<file path="src/rtl/swc_pkg.sv">
package swc_pkg;

  typedef enum logic [2:0] {
    ST_RUN    = 3'd0,
    ST_DOZE   = 3'd1,
    ST_SETTLE = 3'd2,
    ST_GUARD  = 3'd3,
    ST_LOCK   = 3'd4
  } swcState_e;

  // control -> datapath strobes
  typedef struct packed {
    logic cntLoad;
    logic cntInc;
    logic codeLatch;
  } swcStrobe_t;

  localparam logic [1:0] STAT_RUN  = 2'b00;
  localparam logic [1:0] STAT_DOZE = 2'b11;
  localparam logic [1:0] STAT_LOCK = 2'b10;

endpackage

</file>
<file path="src/rtl/swc_edge_det.sv">
module swc_edge_det (
  input  logic clk,
  input  logic rstPorN,
  input  logic lineIn,
  input  logic riseSel,
  output logic edgeHit
);

  logic lineQ;

  always_ff @(posedge clk or negedge rstPorN) begin
    if (!rstPorN) lineQ <= 1'b0;
    else          lineQ <= lineIn;
  end

  assign edgeHit = riseSel ? (lineIn & ~lineQ) : (~lineIn & lineQ);

endmodule

</file>
<file path="src/rtl/swc_datapath.sv">
module swc_datapath
  import swc_pkg::*;
#(
  parameter int NUM_IRQ = 4,
  parameter int CNT_W = 8,
  parameter int CODE_W = 8,
  parameter logic [CODE_W-1:0] NMI_CODE = 'h1C,
  parameter logic [CODE_W-1:0] IRQ_BASE = 'h20
) (
  input  logic               clk,
  input  logic               rstPorN,
  input  logic               nmiIn,
  input  logic               nmiRiseSel,
  input  logic [NUM_IRQ-1:0] irqIn,
  input  logic [NUM_IRQ-1:0] irqRiseSel,
  input  swcStrobe_t         stb,
  input  logic [CNT_W-1:0]   cntWrData,
  output logic               wakeEdge,
  output logic               cntAtTop,
  output logic               cntAtMid,
  output logic [CNT_W-1:0]   cntVal,
  output logic [CODE_W-1:0]  intCode
);

  localparam logic [CNT_W-1:0] CNT_TOP = {CNT_W{1'b1}};
  localparam logic [CNT_W-1:0] CNT_MID = {1'b1, {(CNT_W-1){1'b0}}};

  logic               nmiEdge;
  logic [NUM_IRQ-1:0] irqEdge;
  logic [CODE_W-1:0]  selCode;
  logic [CNT_W-1:0]   cntQ;
  logic [CODE_W-1:0]  codeQ;

  swc_edge_det nmiDet_i (
    .clk(clk), .rstPorN(rstPorN), .lineIn(nmiIn),
    .riseSel(nmiRiseSel), .edgeHit(nmiEdge)
  );

  for (genvar g = 0; g < NUM_IRQ; g++) begin : gIrqDet
    swc_edge_det irqDet_i (
      .clk(clk), .rstPorN(rstPorN), .lineIn(irqIn[g]),
      .riseSel(irqRiseSel[g]), .edgeHit(irqEdge[g])
    );
  end

  // NMI first, then the lowest IRQ index
  always_comb begin
    selCode = '0;
    for (int i = NUM_IRQ - 1; i >= 0; i--) begin
      if (irqEdge[i]) selCode = IRQ_BASE + CODE_W'(i);
    end
    if (nmiEdge) selCode = NMI_CODE;
  end

  assign wakeEdge = nmiEdge | (|irqEdge);

  always_ff @(posedge clk or negedge rstPorN) begin
    if (!rstPorN) begin
      cntQ <= '0;
    end else if (stb.cntLoad) begin
      cntQ <= cntWrData;
    end else if (stb.cntInc) begin
      cntQ <= cntQ + CNT_W'(1);
    end
  end

  always_ff @(posedge clk or negedge rstPorN) begin
    if (!rstPorN)           codeQ <= '0;
    else if (stb.codeLatch) codeQ <= selCode;
  end

  assign cntVal   = cntQ;
  assign cntAtTop = (cntQ == CNT_TOP);
  assign cntAtMid = (cntQ == CNT_MID);
  assign intCode  = codeQ;

  // an NMI edge latched on a wake gives the NMI code
  assert_nmi_code_R5: assert property (@(posedge clk) disable iff (!rstPorN)
    (stb.codeLatch && nmiEdge) |=> (intCode == NMI_CODE));

  // an increment of the all-ones count wraps to zero
  assert_wrap_R4: assert property (@(posedge clk) disable iff (!rstPorN)
    (stb.cntInc && !stb.cntLoad && cntQ == CNT_TOP) |=> (cntQ == '0));

endmodule

</file>
<file path="src/rtl/swc_control.sv">
module swc_control
  import swc_pkg::*;
#(
  parameter int CNT_W = 8
) (
  input  logic             clk,
  input  logic             rstPorN,
  input  logic             manRstN,
  input  logic             sleepReq,
  input  logic             tick,
  input  logic             stbyWrEn,
  input  logic             stbyWrData,
  input  logic             cntWrEn,
  input  logic             wakeEdge,
  input  logic             cntAtTop,
  input  logic             cntAtMid,
  input  logic [CNT_W-1:0] cntVal,
  output swcStrobe_t       stb,
  output logic             chipClkEn,
  output logic             chipRstN,
  output logic [1:0]       status,
  output logic             intTaken
);

  localparam logic [CNT_W-1:0] CNT_TOP = {CNT_W{1'b1}};
  localparam logic [CNT_W-1:0] CNT_MID = {1'b1, {(CNT_W-1){1'b0}}};

  swcState_e state, nextState;
  logic      stbyBit;
  logic      manHold;
  logic      manAccept;
  logic      manReq;
  logic      flagWrOk;

  assign manAccept = (state == ST_RUN && !stbyBit) || state == ST_DOZE || state == ST_SETTLE;
  assign manReq    = !manRstN && manAccept;
  assign flagWrOk  = (state == ST_RUN) || (state == ST_GUARD);

  always_comb begin
    nextState = state;
    stb       = '0;
    unique case (state)
      ST_RUN: begin
        stb.cntLoad = cntWrEn;
        if (!manReq && sleepReq && stbyBit) nextState = ST_DOZE;
      end
      ST_DOZE: begin
        if (manReq) begin
          nextState = ST_RUN;
        end else if (wakeEdge) begin
          stb.codeLatch = 1'b1;
          nextState     = ST_SETTLE;
        end
      end
      ST_SETTLE: begin
        if (manReq) begin
          nextState = ST_RUN;
        end else if (tick) begin
          stb.cntInc = 1'b1;
          if (cntAtTop) nextState = ST_GUARD;
        end
      end
      ST_GUARD: begin
        if (!stbyBit)      nextState = ST_RUN;
        else if (cntAtMid) nextState = ST_LOCK;
        else               stb.cntInc = tick;
      end
      ST_LOCK: nextState = ST_LOCK;
      default: nextState = ST_RUN;
    endcase
  end

  always_ff @(posedge clk or negedge rstPorN) begin
    if (!rstPorN) begin
      state    <= ST_RUN;
      stbyBit  <= 1'b0;
      manHold  <= 1'b0;
      intTaken <= 1'b0;
    end else begin
      state    <= nextState;
      manHold  <= manReq;
      intTaken <= (state == ST_SETTLE) && (nextState == ST_GUARD);
      if (manReq)                    stbyBit <= 1'b0;
      else if (stbyWrEn && flagWrOk) stbyBit <= stbyWrData;
    end
  end

  always_comb begin
    unique case (state)
      ST_DOZE, ST_SETTLE: begin chipClkEn = 1'b0; status = STAT_DOZE; end
      ST_LOCK:            begin chipClkEn = 1'b0; status = STAT_LOCK; end
      default:            begin chipClkEn = 1'b1; status = STAT_RUN;  end
    endcase
  end

  assign chipRstN = rstPorN & ~manHold;

  // locked standby is left only by power-on reset
  assert_lock_sticky_R8: assert property (@(posedge clk) disable iff (!rstPorN)
    (state == ST_LOCK) |=> (state == ST_LOCK));

  // midpoint with flag set after wake-up locks
  assert_lock_entry_R7: assert property (@(posedge clk) disable iff (!rstPorN)
    (state == ST_GUARD && stbyBit && cntVal == CNT_MID) |=> (status == STAT_LOCK));

  // tick on all-ones during settling restores clocks with a wrapped counter
  assert_wake_R4: assert property (@(posedge clk) disable iff (!rstPorN)
    (state == ST_SETTLE && manRstN && tick && cntVal == CNT_TOP)
      |=> (chipClkEn && cntVal == '0 && intTaken));

  // manual reset refused while the flag is set outside standby
  assert_man_refused_R9: assert property (@(posedge clk) disable iff (!rstPorN)
    (stbyBit && !manRstN && state != ST_DOZE && state != ST_SETTLE) |=> chipRstN);

  // counter moves only by a running-state write or by counting states
  assert_cnt_hold_R11: assert property (@(posedge clk) disable iff (!rstPorN)
    (state != ST_SETTLE && state != ST_GUARD && !(state == ST_RUN && cntWrEn))
      |=> $stable(cntVal));

endmodule

</file>
<file path="src/rtl/stby_wake_seq.sv">
module stby_wake_seq
  import swc_pkg::*;
#(
  parameter int NUM_IRQ = 4,
  parameter int CNT_W = 8,
  parameter int CODE_W = 8
) (
  input  logic               clk,
  input  logic               rstPorN,
  input  logic               manRstN,
  input  logic               nmiIn,
  input  logic               nmiRiseSel,
  input  logic [NUM_IRQ-1:0] irqIn,
  input  logic [NUM_IRQ-1:0] irqRiseSel,
  input  logic               sleepReq,
  input  logic               tick,
  input  logic               stbyWrEn,
  input  logic               stbyWrData,
  input  logic               cntWrEn,
  input  logic [CNT_W-1:0]   cntWrData,
  output logic               chipClkEn,
  output logic               chipRstN,
  output logic [1:0]         status,
  output logic               intTaken,
  output logic [CODE_W-1:0]  intCode,
  output logic [CNT_W-1:0]   cntVal
);

  swcStrobe_t stb;
  logic       wakeEdge;
  logic       cntAtTop;
  logic       cntAtMid;

  swc_control #(.CNT_W(CNT_W)) ctrl_i (
    .clk(clk), .rstPorN(rstPorN), .manRstN(manRstN), .sleepReq(sleepReq),
    .tick(tick), .stbyWrEn(stbyWrEn), .stbyWrData(stbyWrData),
    .cntWrEn(cntWrEn), .wakeEdge(wakeEdge), .cntAtTop(cntAtTop),
    .cntAtMid(cntAtMid), .cntVal(cntVal), .stb(stb), .chipClkEn(chipClkEn),
    .chipRstN(chipRstN), .status(status), .intTaken(intTaken)
  );

  swc_datapath #(.NUM_IRQ(NUM_IRQ), .CNT_W(CNT_W), .CODE_W(CODE_W)) dp_i (
    .clk(clk), .rstPorN(rstPorN), .nmiIn(nmiIn), .nmiRiseSel(nmiRiseSel),
    .irqIn(irqIn), .irqRiseSel(irqRiseSel), .stb(stb), .cntWrData(cntWrData),
    .wakeEdge(wakeEdge), .cntAtTop(cntAtTop), .cntAtMid(cntAtMid),
    .cntVal(cntVal), .intCode(intCode)
  );

endmodule

</file>
<file path="config.mk">
export PLATFORM = sky130hd
export DESIGN_NAME = stby_wake_seq
export DESIGN_NICKNAME = d
export VERILOG_FILES = /design/src/rtl/swc_pkg.sv /design/src/rtl/swc_edge_det.sv /design/src/rtl/swc_datapath.sv /design/src/rtl/swc_control.sv /design/src/rtl/stby_wake_seq.sv
export SDC_FILE = /design/constraint.sdc
export NUM_CORES = 1
export LEC_CHECK = 0
export CAP_MARGIN = 30
export CORE_MARGIN = 5
export CORE_UTILIZATION = 30
export DETAILED_ROUTE_END_ITERATION = 7
export GPL_ROUTABILITY_DRIVEN = 1
export SLEW_MARGIN = 20
export SYNTH_ARGS = -nofsm -noshare
export SYNTH_HDL_FRONTEND = slang
export SYNTH_HIERARCHICAL = 1
export SYNTH_SLANG_ARGS = --single-unit
</file>
<file path="constraint.sdc">
create_clock -name clk -period 2.7 [get_ports clk]
set_input_delay 0.81 -clock clk [delete_from_list [all_inputs] [get_ports clk]]
set_output_delay 0.81 -clock clk [all_outputs]
set_load 0.05 [all_outputs]
</file>
==> results <==
- The number of global-route vias before repair is 1,227.
- The area of the multi-input gates is 702 um^2.
- The number of flops mapped to enable cells by yosys is 0.
- The detailed placement HPWL is approximately 2600 um.
- The path class of the lowest-slack min-delay path is reg -> reg.
- The count of buffers added on input and output ports is 44.
- The layout filler cell count is between 400 and 500.
- The run finished with clean final reports.
- After clock tree synthesis, the clock-pin slew on the worst setup and hold paths is 90 ps.
- Entering global routing, the biggest net connects 24 pins.
- In the synthesized netlist the dominant register cell turns out to be dfrtp_1.
- At the end of the flow, the number of nets in the layout was 220.
- The number of setup buffers added after CTS is 0.
- The launch instance of the worst register-to-register path is dp_i/cntVal[0]$_DFFE_PN0P_.
- At the worst endpoint, the required time is between 1500 and 2000 ps.
- The count of distinct cell types in the synthesized netlist is 43.
- The worst-case clock buffer depth is 2.
- The start-to-end type of the worst setup path is in -> out.
- The pre-antenna-repair detailed-routing pass consisted of 4 iterations.
- Summed over all layers, the global routing overflow is 0.
- Dividing the final minimum period by the clock period gives 0.944.
- The clock root buffer master is clkbuf_8.
- The aggregate routed wire length is between 3000 and 4000 um.
- Setup violations remaining at the end of the flow were counted as 0.
- The core region is roughly 0.0044 mm^2.
- From synthesis to final layout, the design area changed by 38.4%.
- The count of nets left with antenna violations once routing finished came out at 0.
- The number of max-slew violations in the final report is 0.
- The number of storage elements in the synthesis netlist is 23.
- The sequential cell area in the final layout is approximately 580 um^2.
- Walking the worst path, the cells encountered are clkdlybuf4s50_1 -> nor2b_1 -> buf_12.
- For this design the ratio of total power to cell area is around 670 mW/mm^2.
- In this run the most critical hold path is launched from dp_i/intCode[1]$_DFFE_PN0P_.
- The clock net sink count is 23.
- The delay of the slowest cell on the worst path is approximately 520 ps.
- TritonCTS built the clock tree.
- The number of diodes added for antenna fixing is 0.
- The number of buffers inserted during clock tree synthesis is 3.
- The latest clock arrival within the worst-skew pair is around 270 ps.
- In the final layout, the share of cells above drive strength 1 is 0.152.
- The worst setup skew after layout is between 5 and 6 ps.
- The wire length per cell after detailed routing is 13.5 um.
- The final core utilization is 0.435.
- The number of cells on the worst hold path is 2.
- Across the VDD grid, the largest voltage drop is roughly 0.00027 V.
- The critical path depth is 3.
- The violation count after the first detailed-route iteration is 129.
- The element type at the critical path end is an output port.
- The total routing resource utilization after global routing is 0.109.
- The floorplan has 24 rows.
- The total negative slack for setup checks is 0 ps.
- Synthesis produced a netlist whose cell count is approximately 150.
- The first global-routing pass estimated 5500 um of wire.
- The tool flagged a number of max-cap violations equal to 0.
- For the pin with the worst max-slew slack, the measured transition is 541 ps.
- The biggest fanout along the worst timing path is 2.
- The die is a little under 80 um wide.
- For this block, the via count after detailed routing is 1,193.
- In the synthesized netlist the async set-or-reset flop fraction comes to 1.00.
- The placer's final routability congestion estimate is ~0.77.
- The length in cells of the worst reg-to-reg path is 10.
- The number of vias per cell is roughly 5.
- The maximum clock frequency is about 0.39 GHz.
- The routed design could run at a clock period as short as ~2500 ps.
- The number of hold violations in the final report is 0.
- The number of antenna violations at the first check in global routing is 0.
- The most critical setup path has its startpoint at rstPorN.
- The initial utilization of the core area, before any placement, comes to 0.315.
- STA classifies the critical path startpoint as a primary input.
- The number of remaining DRC errors is 0.
- Setup repair after global routing left no endpoint under its margin.
- The chip height is a little under 80 um.
- The largest individual stage delay along the critical path comes from the cell clkdlybuf4s50_1.
- At the worst endpoint, the arrival time is 1740 ps.
- The count of buffer and inverter cells on the critical path is 2.
- For this design, the CTS-stage hold fixing added 0 buffers.
- The family with the most delay on the worst path is buffers and inverters.
- 47 I/O pins were placed.
- In this run the tightest slew margin relative to its limit is 0.639.
- The mean instance size in the synthesized netlist is 9.45 um^2.
- The quantity of gates resized following cts is 0.
- After synthesis the cells add up to 0.00139 mm^2.
- Yosys printed 6 warnings.
- The leakage dissipation is between 0.7 and 0.8 nW.
- In this run the number of H-tree levels came out at 1.
- For this run, the register share of the synthesized area comes to 0.414.
- The die area is 0.00609 mm^2.
[final timing paths]
check | slack (ps) | endpoint
setup / recovery | 150 | chipRstN
hold / removal | 500 | dp_i/intCode[1]$_DFFE_PN0P_
setup reg to reg | 460 | dp_i/cntVal[5]$_DFFE_PN0P_
hold reg to reg | 500 | dp_i/intCode[1]$_DFFE_PN0P_
max in group asynchronous | 1460 | ctrl_i/intTaken$_DFF_PN0_
min in group asynchronous | 1000 | dp_i/intCode[5]$_DFFE_PN0P_
[cell usage in the layout, fill, tap and decap left out, types with 2 or more instances in the layout]
cell / synthesis / layout
clkbuf_8: 0 / 3
dfrtp_1: 23 / 23
nor2_1: 4 / 4
inv_1: 8 / 8
nand2b_1: 7 / 7
o21ai_0: 10 / 10
o21ai_2: 5 / 5
clkdlybuf4s50_1: 0 / 40
ha_1: 2 / 2
buf_12: 0 / 2
nand3_1: 9 / 9
nor3_1: 2 / 2
xnor2_1: 2 / 2
conb_1: 1 / 2
o22ai_1: 2 / 2
nand3b_1: 6 / 6
a21oi_1: 5 / 5
buf_4: 5 / 8
nand4_1: 3 / 3
mux2_2: 2 / 2
o21ai_1: 2 / 2
xor2_1: 4 / 4
nor3b_1: 2 / 2
nor2b_1: 4 / 4
or4_1: 3 / 3
nand2_1: 13 / 13
[routing by layer]
layer | up-vias | track usage | routed length (um) | share of wire
met2 | 28 | 0.186 | 1640 | 0.50
met4 | 0 | 0.0355 | 34 | 0.010
met1 | 567 | 0.133 | 1430 | 0.44
met5 | - | 0 | 0 | 0
met3 | 4 | 0.0286 | 180 | 0.055
li1 | 594 | - | - | -
[metrics by stage]
stage	worst slack, ps	hold slack (ps)	power, mW	cells	cell area, um^2
after detailed placement	28.1	493	1.08	239	1870
after CTS	136	519	1.31	243	1920
after floorplan	277	514	0.869	148	1390
after global placement	91.2	501	1.07	239	1870
after global routing	115	555	1.36	243	1920
final	150	505	1.29	243	1920
[tightest hold or removal path, cell delays in order, from the launching register on]
cell,delay [ps]
dfrtp_1,360
nand2b_1,60
o41ai_1,60
[report_power, final]
group          switching, mW  total [mW]  internal [mW]  leakage [nW]
registers             0.0711       0.473          0.402         0.288
clock network          0.114       0.218          0.104        0.0217
logic                  0.369       0.597          0.227         0.465
[sequential cells by signal, summed over array words and instances, names as in the netlist]
signal,cells
dp_i/intCode,4
ctrl_i/state,3
ctrl_i/intTaken,1
dp_i/gIrqDet.irqDet_i/lineQ,4
ctrl_i/manHold,1
dp_i/cntVal,8
dp_i/nmiDet_i/lineQ,1
ctrl_i/stbyBit,1
[layout make-up]
type | count | share of cell area
multi-input cells | 106 | 0.365
flip-flops and latches | 23 | 0.299
repair buffers | 50 | 0.260
well taps | 52 | 0.0339
clock buffers | 3 | 0.0215
inverters | 8 | 0.0156
clock inverters | 1 | 0.00391
[cell families (layout without fill, tap and decap cells)]
kind of cell / Yosys count / after routing / share of synthesized area
compound gates: 28 / 28 / 0.127
xor+xnor: 6 / 6 / 0.0378
fa+ha+maj: 2 / 2 / 0.0180
buf+inv: 19 / 62 / 0.0874
flops: 23 / 23 / 0.414
mux: 3 / 3 / 0.0234
other cells: 1 / 2 / 0.00270
simple gates: 65 / 65 / 0.289
[Yosys cell counts, types with 2 or more instances]
cell type	number	area, um^2
nor3b_1	2	15.0
buf_4	5	37.5
o21ai_1	2	10.0
or4_1	3	22.5
o21ai_0	10	50.1
inv_1	8	30.0
nand3b_1	6	45.0
nor3_1	2	10.0
buf_6	4	45.0
nor2_1	4	15.0
mux2_2	2	22.5
a21oi_1	5	25.0
o21ai_2	5	43.8
xnor2_1	2	17.5
nand3_1	9	45.0
nand2b_1	7	43.8
xor2_1	4	35.0
nand2_1	13	48.8
o22ai_1	2	12.5
ha_1	2	25.0
nand4_1	3	18.8
dfrtp_1	23	576
nor2b_1	4	25.0
Note: power is estimated with default switching activity, not from simulation.
